<file path="src/rtl/lfh_pkg.sv">
package lfh_pkg;

  typedef enum logic [1:0] {
    SRC_NONE_LO = 2'b00,
    SRC_OPEN    = 2'b01,
    SRC_SHORT   = 2'b10,
    SRC_NONE_HI = 2'b11
  } src_sel_e;

  function automatic logic sel_is_active(input logic [1:0] s);
    return (s == SRC_OPEN) || (s == SRC_SHORT);
  endfunction

  function automatic logic ready_after(input int unsigned count, input int unsigned need);
    return count >= need;
  endfunction

endpackage

</file>
<file path="src/rtl/lfh_sat_counter.sv">
module lfh_sat_counter #(
  parameter int unsigned LIMIT    = 100,
  parameter bit          RST_FULL = 1'b0
) (
  input  logic clk,
  input  logic rst_n,
  input  logic clr,
  output logic done
);
  localparam int unsigned CW = $clog2(LIMIT + 1);
  localparam logic [CW-1:0] LIM = CW'(LIMIT);

  logic [CW-1:0] cnt_q;

  always_ff @(posedge clk or negedge rst_n) begin
    if (!rst_n) begin
      cnt_q <= RST_FULL ? LIM : '0;
    end else if (clr) begin
      cnt_q <= '0;
    end else if (cnt_q < LIM) begin
      cnt_q <= cnt_q + 1'b1;
    end
  end

  assign done = lfh_pkg::ready_after(int'(cnt_q), LIMIT);
endmodule

</file>
<file path="src/rtl/lfh_capture.sv">
module lfh_capture #(
  parameter int unsigned NCH = 16
) (
  input  logic           clk,
  input  logic           rst_n,
  input  logic [NCH-1:0] open_flag,
  input  logic [NCH-1:0] short_flag,
  input  logic [NCH-1:0] chan_on,
  input  logic [1:0]     sel,
  input  logic           cap_evt,
  input  logic           det_ready,
  input  logic           load,
  output logic [NCH-1:0] hold_q,
  output logic           invalid_o,
  output logic           cap_req,
  output logic           cap_fire
);
  import lfh_pkg::*;

  function automatic logic [NCH-1:0] gated_pick(
    input logic [1:0]     s,
    input logic [NCH-1:0] op,
    input logic [NCH-1:0] sh,
    input logic [NCH-1:0] on
  );
    logic [NCH-1:0] raw;
    raw = (s == SRC_SHORT) ? sh : op;
    return raw & on;
  endfunction

  logic cap_early;

  assign cap_req   = cap_evt && sel_is_active(sel);
  assign cap_fire  = cap_req && det_ready;
  assign cap_early = cap_req && !det_ready;

  always_ff @(posedge clk or negedge rst_n) begin
    if (!rst_n) begin
      hold_q <= '0;
    end else if (cap_fire) begin
      hold_q <= gated_pick(sel, open_flag, short_flag, chan_on);
    end
  end

  always_ff @(posedge clk or negedge rst_n) begin
    if (!rst_n) begin
      invalid_o <= 1'b0;
    end else if (cap_early) begin
      invalid_o <= 1'b1;
    end else if (load) begin
      invalid_o <= 1'b0;
    end
  end
endmodule

</file>
<file path="src/rtl/lfh_shift.sv">
module lfh_shift #(
  parameter int unsigned NCH = 16
) (
  input  logic           clk,
  input  logic           rst_n,
  input  logic           load,
  input  logic           shift,
  input  logic [NCH-1:0] par_in,
  output logic           sout
);
  logic [NCH-1:0] sr_q;

  always_ff @(posedge clk or negedge rst_n) begin
    if (!rst_n) begin
      sr_q <= '0;
    end else if (load) begin
      sr_q <= par_in;
    end else if (shift) begin
      sr_q <= {sr_q[NCH-2:0], 1'b0};
    end
  end

  assign sout = sr_q[NCH-1];
endmodule

</file>
<file path="src/rtl/led_fault_holder.sv">
module led_fault_holder #(
  parameter int unsigned NCH        = 16,
  parameter int unsigned SETTLE_CYC = 100,
  parameter int unsigned WAKE_CYC   = 40
) (
  input  logic           clk,
  input  logic           rst_n,
  input  logic [NCH-1:0] open_flag,
  input  logic [NCH-1:0] short_flag,
  input  logic [NCH-1:0] chan_on,
  input  logic           blank,
  input  logic [1:0]     sel,
  input  logic           idm_en,
  input  logic           idm_done,
  input  logic           pwr_save,
  input  logic           load,
  input  logic           shift,
  output logic           sout,
  output logic [NCH-1:0] hold_q,
  output logic           invalid_o
);
  logic blank_q;
  logic blank_rise;
  logic cap_evt;
  logic settle_ok;
  logic wake_ok;
  logic det_ready;
  logic cap_req;
  logic cap_fire;

  always_ff @(posedge clk or negedge rst_n) begin
    if (!rst_n) blank_q <= 1'b1;
    else        blank_q <= blank;
  end

  assign blank_rise = blank && !blank_q;
  assign cap_evt    = idm_en ? idm_done : blank_rise;

  lfh_sat_counter #(.LIMIT(SETTLE_CYC), .RST_FULL(1'b0)) i_settle (
    .clk(clk), .rst_n(rst_n), .clr(blank), .done(settle_ok)
  );

  lfh_sat_counter #(.LIMIT(WAKE_CYC), .RST_FULL(1'b1)) i_wake (
    .clk(clk), .rst_n(rst_n), .clr(pwr_save), .done(wake_ok)
  );

  assign det_ready = settle_ok && wake_ok && !pwr_save;

  lfh_capture #(.NCH(NCH)) i_capture (
    .clk(clk), .rst_n(rst_n),
    .open_flag(open_flag), .short_flag(short_flag), .chan_on(chan_on),
    .sel(sel), .cap_evt(cap_evt), .det_ready(det_ready), .load(load),
    .hold_q(hold_q), .invalid_o(invalid_o),
    .cap_req(cap_req), .cap_fire(cap_fire)
  );

  lfh_shift #(.NCH(NCH)) i_shift (
    .clk(clk), .rst_n(rst_n), .load(load), .shift(shift),
    .par_in(hold_q), .sout(sout)
  );
endmodule

</file>
<file path="config.mk">
export PLATFORM = sky130hd
export DESIGN_NAME = led_fault_holder
export DESIGN_NICKNAME = d
export VERILOG_FILES = /design/src/rtl/lfh_pkg.sv /design/src/rtl/lfh_sat_counter.sv /design/src/rtl/lfh_capture.sv /design/src/rtl/lfh_shift.sv /design/src/rtl/led_fault_holder.sv
export SDC_FILE = /design/constraint.sdc
export NUM_CORES = 1
export LEC_CHECK = 0
export BUFFER_PORTS_ARGS = -buffer_cell sky130_fd_sc_hd__buf_2
export CORE_MARGIN = 4
export CORE_UTILIZATION = 27
export CTS_BUF_LIST = sky130_fd_sc_hd__clkbuf_4 sky130_fd_sc_hd__clkbuf_8
export DETAILED_ROUTE_END_ITERATION = 6
export GPL_ROUTABILITY_DRIVEN = 0
export PLACE_DENSITY_LB_ADDON = 0.05
export REMOVE_ABC_BUFFERS = 1
export SETUP_SLACK_MARGIN = 0.1
export SYNTH_ARGS = -nofsm -noshare
export SYNTH_HDL_FRONTEND = slang
export SYNTH_SLANG_ARGS = --single-unit
</file>
<file path="constraint.sdc">
create_clock -name clk -period 1.8 [get_ports clk]
set_clock_uncertainty 0.15 [all_clocks]
set_input_delay 0.18 -clock clk [delete_from_list [all_inputs] [get_ports clk]]
set_output_delay 0.18 -clock clk [all_outputs]
set_load 0.005 [all_outputs]
</file>
==> impl_metrics.csv, run 1 <==
group,metric,value,unit
status,status,"finished clean",
routing,route.detailed.vias_per_inst,4.39,
sta,finalHoldViolCount,0,
synthesis,synthTopCellsByCount,"dfrtp_1, mux2i_1, nand2_1, nor2b_1, o21ai_0",
synthesis,synth_flop_cell,"dfrtp_1",
sta,fin_crit,1.76,ns
synthesis,synth-seq-cells,47,
die,initial_utilization,27.6,%
synthesis,post_synth.cell_area_avg,11.2,sq um
layout,finish.net_count,363,
synthesis,yosys.cell_types.count,33,
critical_path,timing.reg2reg.setup_slack,0.04,ns
layout,stdcell_area,3140,sq um
placement,post_dp_cell_area,2940,sq um
clocking,cts_max_path_buffers,2,
power_and_ir_drop,power.total,2.02,mW
global_routing,grt_usage,10.8,%
clocking,cts_tree,"done",
synthesis,ys_seq_area_share,49.3,%
die,pin_count,76,
synthesis,synth_top_area_cell,"dfrtp_1",
routing,drtIter0Drc,16,
clocking,clock-sinks,47,
sta,final.setup.worst_slack,0.0352,ns
flow_run,maxCapViolCount,0,
layout,fin_cells,409,
die,dieArea,10400,sq um
sta,fmax,0.567,GHz
clocking,cts.clk_slew.worst_paths,0.09,ns
global_routing,grt_pass1_vias,1815,
placement,numPortBuffers,75,
critical_path,critical_path_class,"flip-flop to flip-flop",
clocking,cts_buffers,5,
power_and_ir_drop,cellLeakagePower,1.62,nW
synthesis,synth_area,2390,sq um
layout,drive_gt1_share,40.2,%
sta,fin_crit_sh,98.0,%
synthesis,yosysWarnings,0,
synthesis,synth_edf_count,0,
routing,wl_per_cell,13.6,um
layout,register_area,1180,sq um
synthesis,synthTopCellsByArea,"dfrtp_1, mux2i_1, mux2_4",
clocking,clkLatencyLatePin,0.30,ns
routing,num_vias,1795,
die,coreArea,8680,sq um
global_routing,grt_max_degree,28,
routing,drt-total-wl,5.56,mm
global_routing,grt_pass1_wl,8.74,mm
layout,fin_util,36.1,%
sta,rsz0062_at_grt,"yes",
power_and_ir_drop,irDropWorstVdd,0.323,mV
critical_path,worst_setup_path_start_kind,"flip-flop",
layout,syn2layout_area_growth,31.1,%
sta,whs,0.0849,ns
critical_path,crit_arrival,1.80,ns
layout,multi_input_area,1190,sq um
hold_path,hold-path-cell-count,3,
clocking,htreeDepth,2,
placement,post-place-cells,395,
critical_path,crit_path_end_kind,"flip-flop",
sta,worst_pin_slew,0.522,ns
sta,setup_viol,0,
clocking,root_buffer,"clkbuf_8",
layout,antenna_cells,0,
die,die_width,102,um
routing,firstDrtPassIters,4,
die,fp-row-count,34,
placement,pre_cts_slack,-0.0715,ns
synthesis,yosysMostFrequentCell,"dfrtp_1",
routing,drc,0,
critical_path,reg2reg_depth,4,
sta,relSlewSlack,65.2,%
layout,nFillCells,926,
hold_path,min_path_type,"input pin to flip-flop",
global_routing,grt-ovfl-total,0,
critical_path,crit_fanout,8,
synthesis,synth_top_area_share,46.0,%
die,dieHeight,102,um
sta,setup_tns,0,ns
sta,finalMaxSlewViolations,0,
global_routing,antenna_found_initial,0,
critical_path,cp.required,1.83,ns
placement,hpwl,3.96,mm
synthesis,synthCells,213,
routing,ant_nets,0,
power_and_ir_drop,power_density,644,nW/um^2
synthesis,async_reset_ff_share,100,%
worst paths after layout:
path / to / start
hold / removal: i_capture.hold_q[2] / chan_on[2]
hold reg to reg: i_shift.sr_q[9] / i_capture.hold_q[9]
setup reg to reg: i_capture.hold_q[5] / blank_q
setup / recovery: i_capture.hold_q[5] / blank_q
min in group asynchronous: i_settle.cnt_q[6] / rst_n
max in group asynchronous: i_shift.sr_q[7] / rst_n
final cells by class:
class	count	area share, %
Clock buffer	7	2.67
Tap cell	108	4.31
Clock inverter	1	0.160
Sequential cell	47	37.6
Multi-Input combinational cell	151	38.1
Timing Repair Buffer	89	16.5
Inverter	6	0.718
routing by layer:
metal / vias to the layer above / part of all wire [%] / routed length (um) / global-route usage (%)
met5: - / 0 / 0 / 0
met4: 0 / 1.3 / 71 / 3.13
met3: 6 / 6.0 / 331 / 3.00
met2: 48 / 46 / 2560 / 17.5
met1: 845 / 47 / 2590 / 14.3
li1: 896 / - / - / -
cells in the final DEF, fill, tap and decap left out:
master	synthesis	layout
a21o_1	1	1
a21oi_1	5	4
a21oi_2	0	1
a31oi_1	2	2
and3_1	3	3
buf_12	0	2
buf_2	2	75
buf_4	1	8
buf_6	2	1
clkbuf_4	0	2
clkbuf_8	0	5
clkinv_2	0	1
dfrtp_1	44	44
dfstp_2	3	3
dlygate4sd3_1	0	3
ha_1	5	5
inv_1	6	6
mux2_4	10	16
mux2i_1	31	31
nand2_1	24	23
nand2_2	0	1
nand2b_1	1	1
nand2b_4	1	2
nand3_1	1	1
nand3b_1	1	1
nand4_1	1	1
nand4b_1	1	1
nor2_1	12	12
nor2b_1	16	16
nor3_4	0	1
o21ai_0	16	16
o21ai_2	0	1
o22ai_1	1	1
o311ai_4	0	1
or2_2	1	1
or3b_1	1	1
xnor2_1	2	2
xor2_1	5	5
critical path: stages (launching register included):
cell and delay, ns:
dfstp_2 0.37, or3b_1 0.34, a21o_1 0.22, nand2b_4 0.25, mux2_4 0.32
where the power goes:
group	total, mW	switching [mW]	internal [mW]
clock	0.644	0.340	0.303
combinational	0.260	0.120	0.140
sequential	1.12	0.0260	1.09
logic make-up (layout without fill, tap and decap cells):
logic type	Yosys count	after routing	synth area share (%)
multiplexers	47	47	22.1
flip-flops	47	47	49.3
XOR/XNOR	7	7	2.56
buffers and inverters	16	103	3.40
AO/OA/AOI/OAI	27	27	6.38
AND/OR/NAND/NOR	64	65	13.7
adder cells (fa/ha/maj)	5	5	2.62
flip-flops by register name (all words and copies together), names as in the netlist:
name                 count
i_wake.cnt_q             6
i_capture.invalid_o      1
i_shift.sr_q            16
i_capture.hold_q        16
i_settle.cnt_q           7
blank_q                  1
what timing repair did:
action	in CTS	in global routing
pin swaps	3	0
hold buffers	3	0
endpoints found under the setup margin	16	17
gates resized for setup	10	3
setup buffers	2	0
hold endpoints to repair	20	0
gates cloned	1	0
Power figures use the tool's default switching activity.
==> run 2, diff against run 1 <==
==> constraint.sdc (replaced) <==
create_clock -name clk -period 1.6 [get_ports clk]
set_clock_uncertainty 0.15 [all_clocks]
set_input_delay 0.16 -clock clk [delete_from_list [all_inputs] [get_ports clk]]
set_output_delay 0.16 -clock clk [all_outputs]
set_load 0.005 [all_outputs]
==> run 2 against run 1 <==
The run now ends with negative setup slack left. Count of clock-buffer cells in the layout shrank 1. Maximum frequency shrank 0.25%. Final cell count rose by 2.9%. Sequential power is 12% higher. Core utilization grew 1.3 points. Flip-flop and latch count unchanged. Register-to-register slack lost 0.20 ns. Worst hold slack worse by 0.017 ns. Total power is 13% higher. Die area is the same. Via count rose by 2.3%.
==> impl_metrics.csv, run 2 (synthesis results as in run 1) <==
group,metric,value,unit
routing,route.detailed.vias_per_inst,4.36,
layout,register_area,1180,sq um
power_and_ir_drop,clockPowerShare,31.6,%
power_and_ir_drop,p_sw_share,24.7,%
die,fp-row-count,34,
power_and_ir_drop,power.internal,1.72,mW
critical_path,crit_arrival,1.80,ns
status,violations,"negative setup slack",
layout,most-common-layout-cells,"buf_2, dfrtp_1, mux2i_1",
sta,setup_tns,-2.47,ns
clocking,clkLatencyLatePin,0.29,ns
routing,wl_per_cell,13.3,um
power_and_ir_drop,cellLeakagePower,1.69,nW
critical_path,critical_path_class,"flip-flop to flip-flop",
layout,mostFrequentLayoutCell,"buf_2",
global_routing,grt_pass1_wl,8.88,mm
die,dieArea,10400,sq um
critical_path,cp_num_buf_inv,1,
sta,setup_viol,18,
power_and_ir_drop,power.total,2.28,mW
routing,drtIter0Drc,28,
die,dieHeight,102,um
clocking,htreeDepth,2,
layout,reg_top3,"i_capture.hold_q (16), i_shift.sr_q (16), i_settle.cnt_q (7)",
critical_path,reg2reg_from,"i_settle.cnt_q[3]",
critical_path,path_delay_family,"flip-flops",
clocking,cts_buffers,5,
critical_path,path_cells,"o311ai_4 > nor3_4 > buf_4 > nand2b_4 > mux2_4",
layout,finish.net_count,375,
global_routing,grt_max_degree,28,
critical_path,crit_fanout,8,
sta,rsz0062_at_grt,"yes",
hold_path,hp-start,"chan_on[6]",
critical_path,crit_path_end_kind,"flip-flop",
global_routing,grt_usage,11.1,%
sta,fin_crit,1.77,ns
global_routing,grt-ovfl-total,0,
clocking,cts_max_path_buffers,2,
status,status,"finished, violations left",
power_and_ir_drop,comb_power_share,13.5,%
die,pin_count,76,
routing,ant_nets,0,
sta,fmax,0.565,GHz
power_and_ir_drop,p_switching,0.563,mW
critical_path,crit_path_start,"i_settle.cnt_q[3]",
critical_path,worst_setup_path_start_kind,"flip-flop",
sta,final.setup.worst_slack,-0.169,ns
sta,finalMaxSlewViolations,0,
placement,post_dp_cell_area,3010,sq um
global_routing,grt_pass1_vias,1792,
routing,firstDrtPassIters,4,
layout,antenna_cells,0,
layout,stdcell_area,3250,sq um
global_routing,antenna_found_initial,0,
die,die_width,102,um
layout,syn2layout_area_growth,35.9,%
critical_path,critical-path-max-stage-delay,0.42,ns
clocking,cts.clk_slew.worst_paths,0.09,ns
power_and_ir_drop,irDropWorstVdd,0.296,mV
die,coreArea,8680,sq um
routing,num_vias,1837,
power_and_ir_drop,p_seq_share,54.9,%
sta,fin_crit_sh,111,%
placement,hpwl,3.99,mm
power_and_ir_drop,power_density,701,nW/um^2
routing,wl_met1,2.49,mm
layout,drive_gt1_share,41.9,%
layout,nFillCells,915,
routing,met2_length,2.71,mm
routing,dr_wl_met3,335,um
clocking,cts_tree,"done",
routing,drt-total-wl,5.59,mm
die,initial_utilization,27.6,%
sta,relSlewSlack,68.0,%
critical_path,crit_slowest_cell,"dfrtp_1",
sta,finalHoldViolCount,0,
hold_path,min_path_type,"input pin to flip-flop",
layout,multi_input_area,1200,sq um
routing,highest_layer,"met4",
routing,drc,0,
placement,numPortBuffers,75,
sta,worst_pin_slew,0.480,ns
clocking,root_buffer,"clkbuf_8",
flow_run,maxCapViolCount,0,
critical_path,cp.required,1.63,ns
clocking,clock-sinks,47,
==> run 2: changes by cell type in the layout (fill, tap and decap cells not counted), sizes merged <==
cell	change
clkbuf	-1
clkinvlp	+1
dlygate4sd3	+2
buf	+10
==> run 2: per-layer routing <==
| layer | GRT usage (%) | up-vias |
|---|---|---|
| li1 | - | 925 |
| met4 | 3.03 | 0 |
| met2 | 17.6 | 44 |
| met5 | 0 | - |
| met1 | 15.0 | 863 |
| met3 | 2.94 | 5 |
==> run 2: cell type report <==
type,instances,area share [%]
clock buffers,6,2.35
multi-input cells,151,36.8
well taps,108,4.16
repair buffers,101,19.3
clock inverters,2,0.385
flip-flops and latches,47,36.3
inverters,6,0.693
==> run 2: power by group through the flow <==
stage	combinational (mW)	clock, mW	sequential [mW]
3_3_place_gp	0.296	0	1.28
2_1_floorplan	0.117	0	1.27
3_5_place_dp	0.299	0	1.28
4_1_cts	0.311	0.769	1.25
6_report	0.308	0.720	1.25
5_1_grt	0.350	0.822	1.26
==> run 2: per-stage QoR <==
| step | setup WS [ns] | utilization, % | hold slack (ns) | std cells |
|---|---|---|---|---|
| floorplan | -0.256 | - | -0.286 | 203 |
| global placement | -0.244 | 34.7 | -0.0512 | 403 |
| detailed placement | -0.263 | 34.7 | -0.0540 | 403 |
| CTS | -0.192 | 36.8 | -0.0337 | 415 |
| global route | -0.226 | 37.5 | 0.0674 | 421 |
| finish | -0.169 | 37.5 | 0.0678 | 421 |
==> run 2: path summary, 6_finish.rpt <==
check                                       endpoint  slack (ns)  depth (start not counted)
worst max-delay path            i_capture.hold_q[15]       -0.17                          5
worst min-delay path             i_capture.hold_q[6]        0.07                          3
worst max register to register  i_capture.hold_q[15]       -0.17                          5
worst min register to register      i_shift.sr_q[15]        0.36                          2
max in group asynchronous        i_capture.hold_q[7]        0.67                          3
min in group asynchronous        i_capture.invalid_o        0.17                          2
==> run 2: worst min-delay path, stage by stage <==
cell and delay [ns]:
buf_2 0.07, nor2b_1 0.11, mux2_4 0.14
==> run 2: what timing repair did <==
action	in CTS	in global routing
gates cloned	1	0
resized for setup	14	1
hold buffers	2	3
hold endpoints to repair	52	2
setup endpoints to repair	17	21
pin swaps	7	2
buffers inserted	1	3
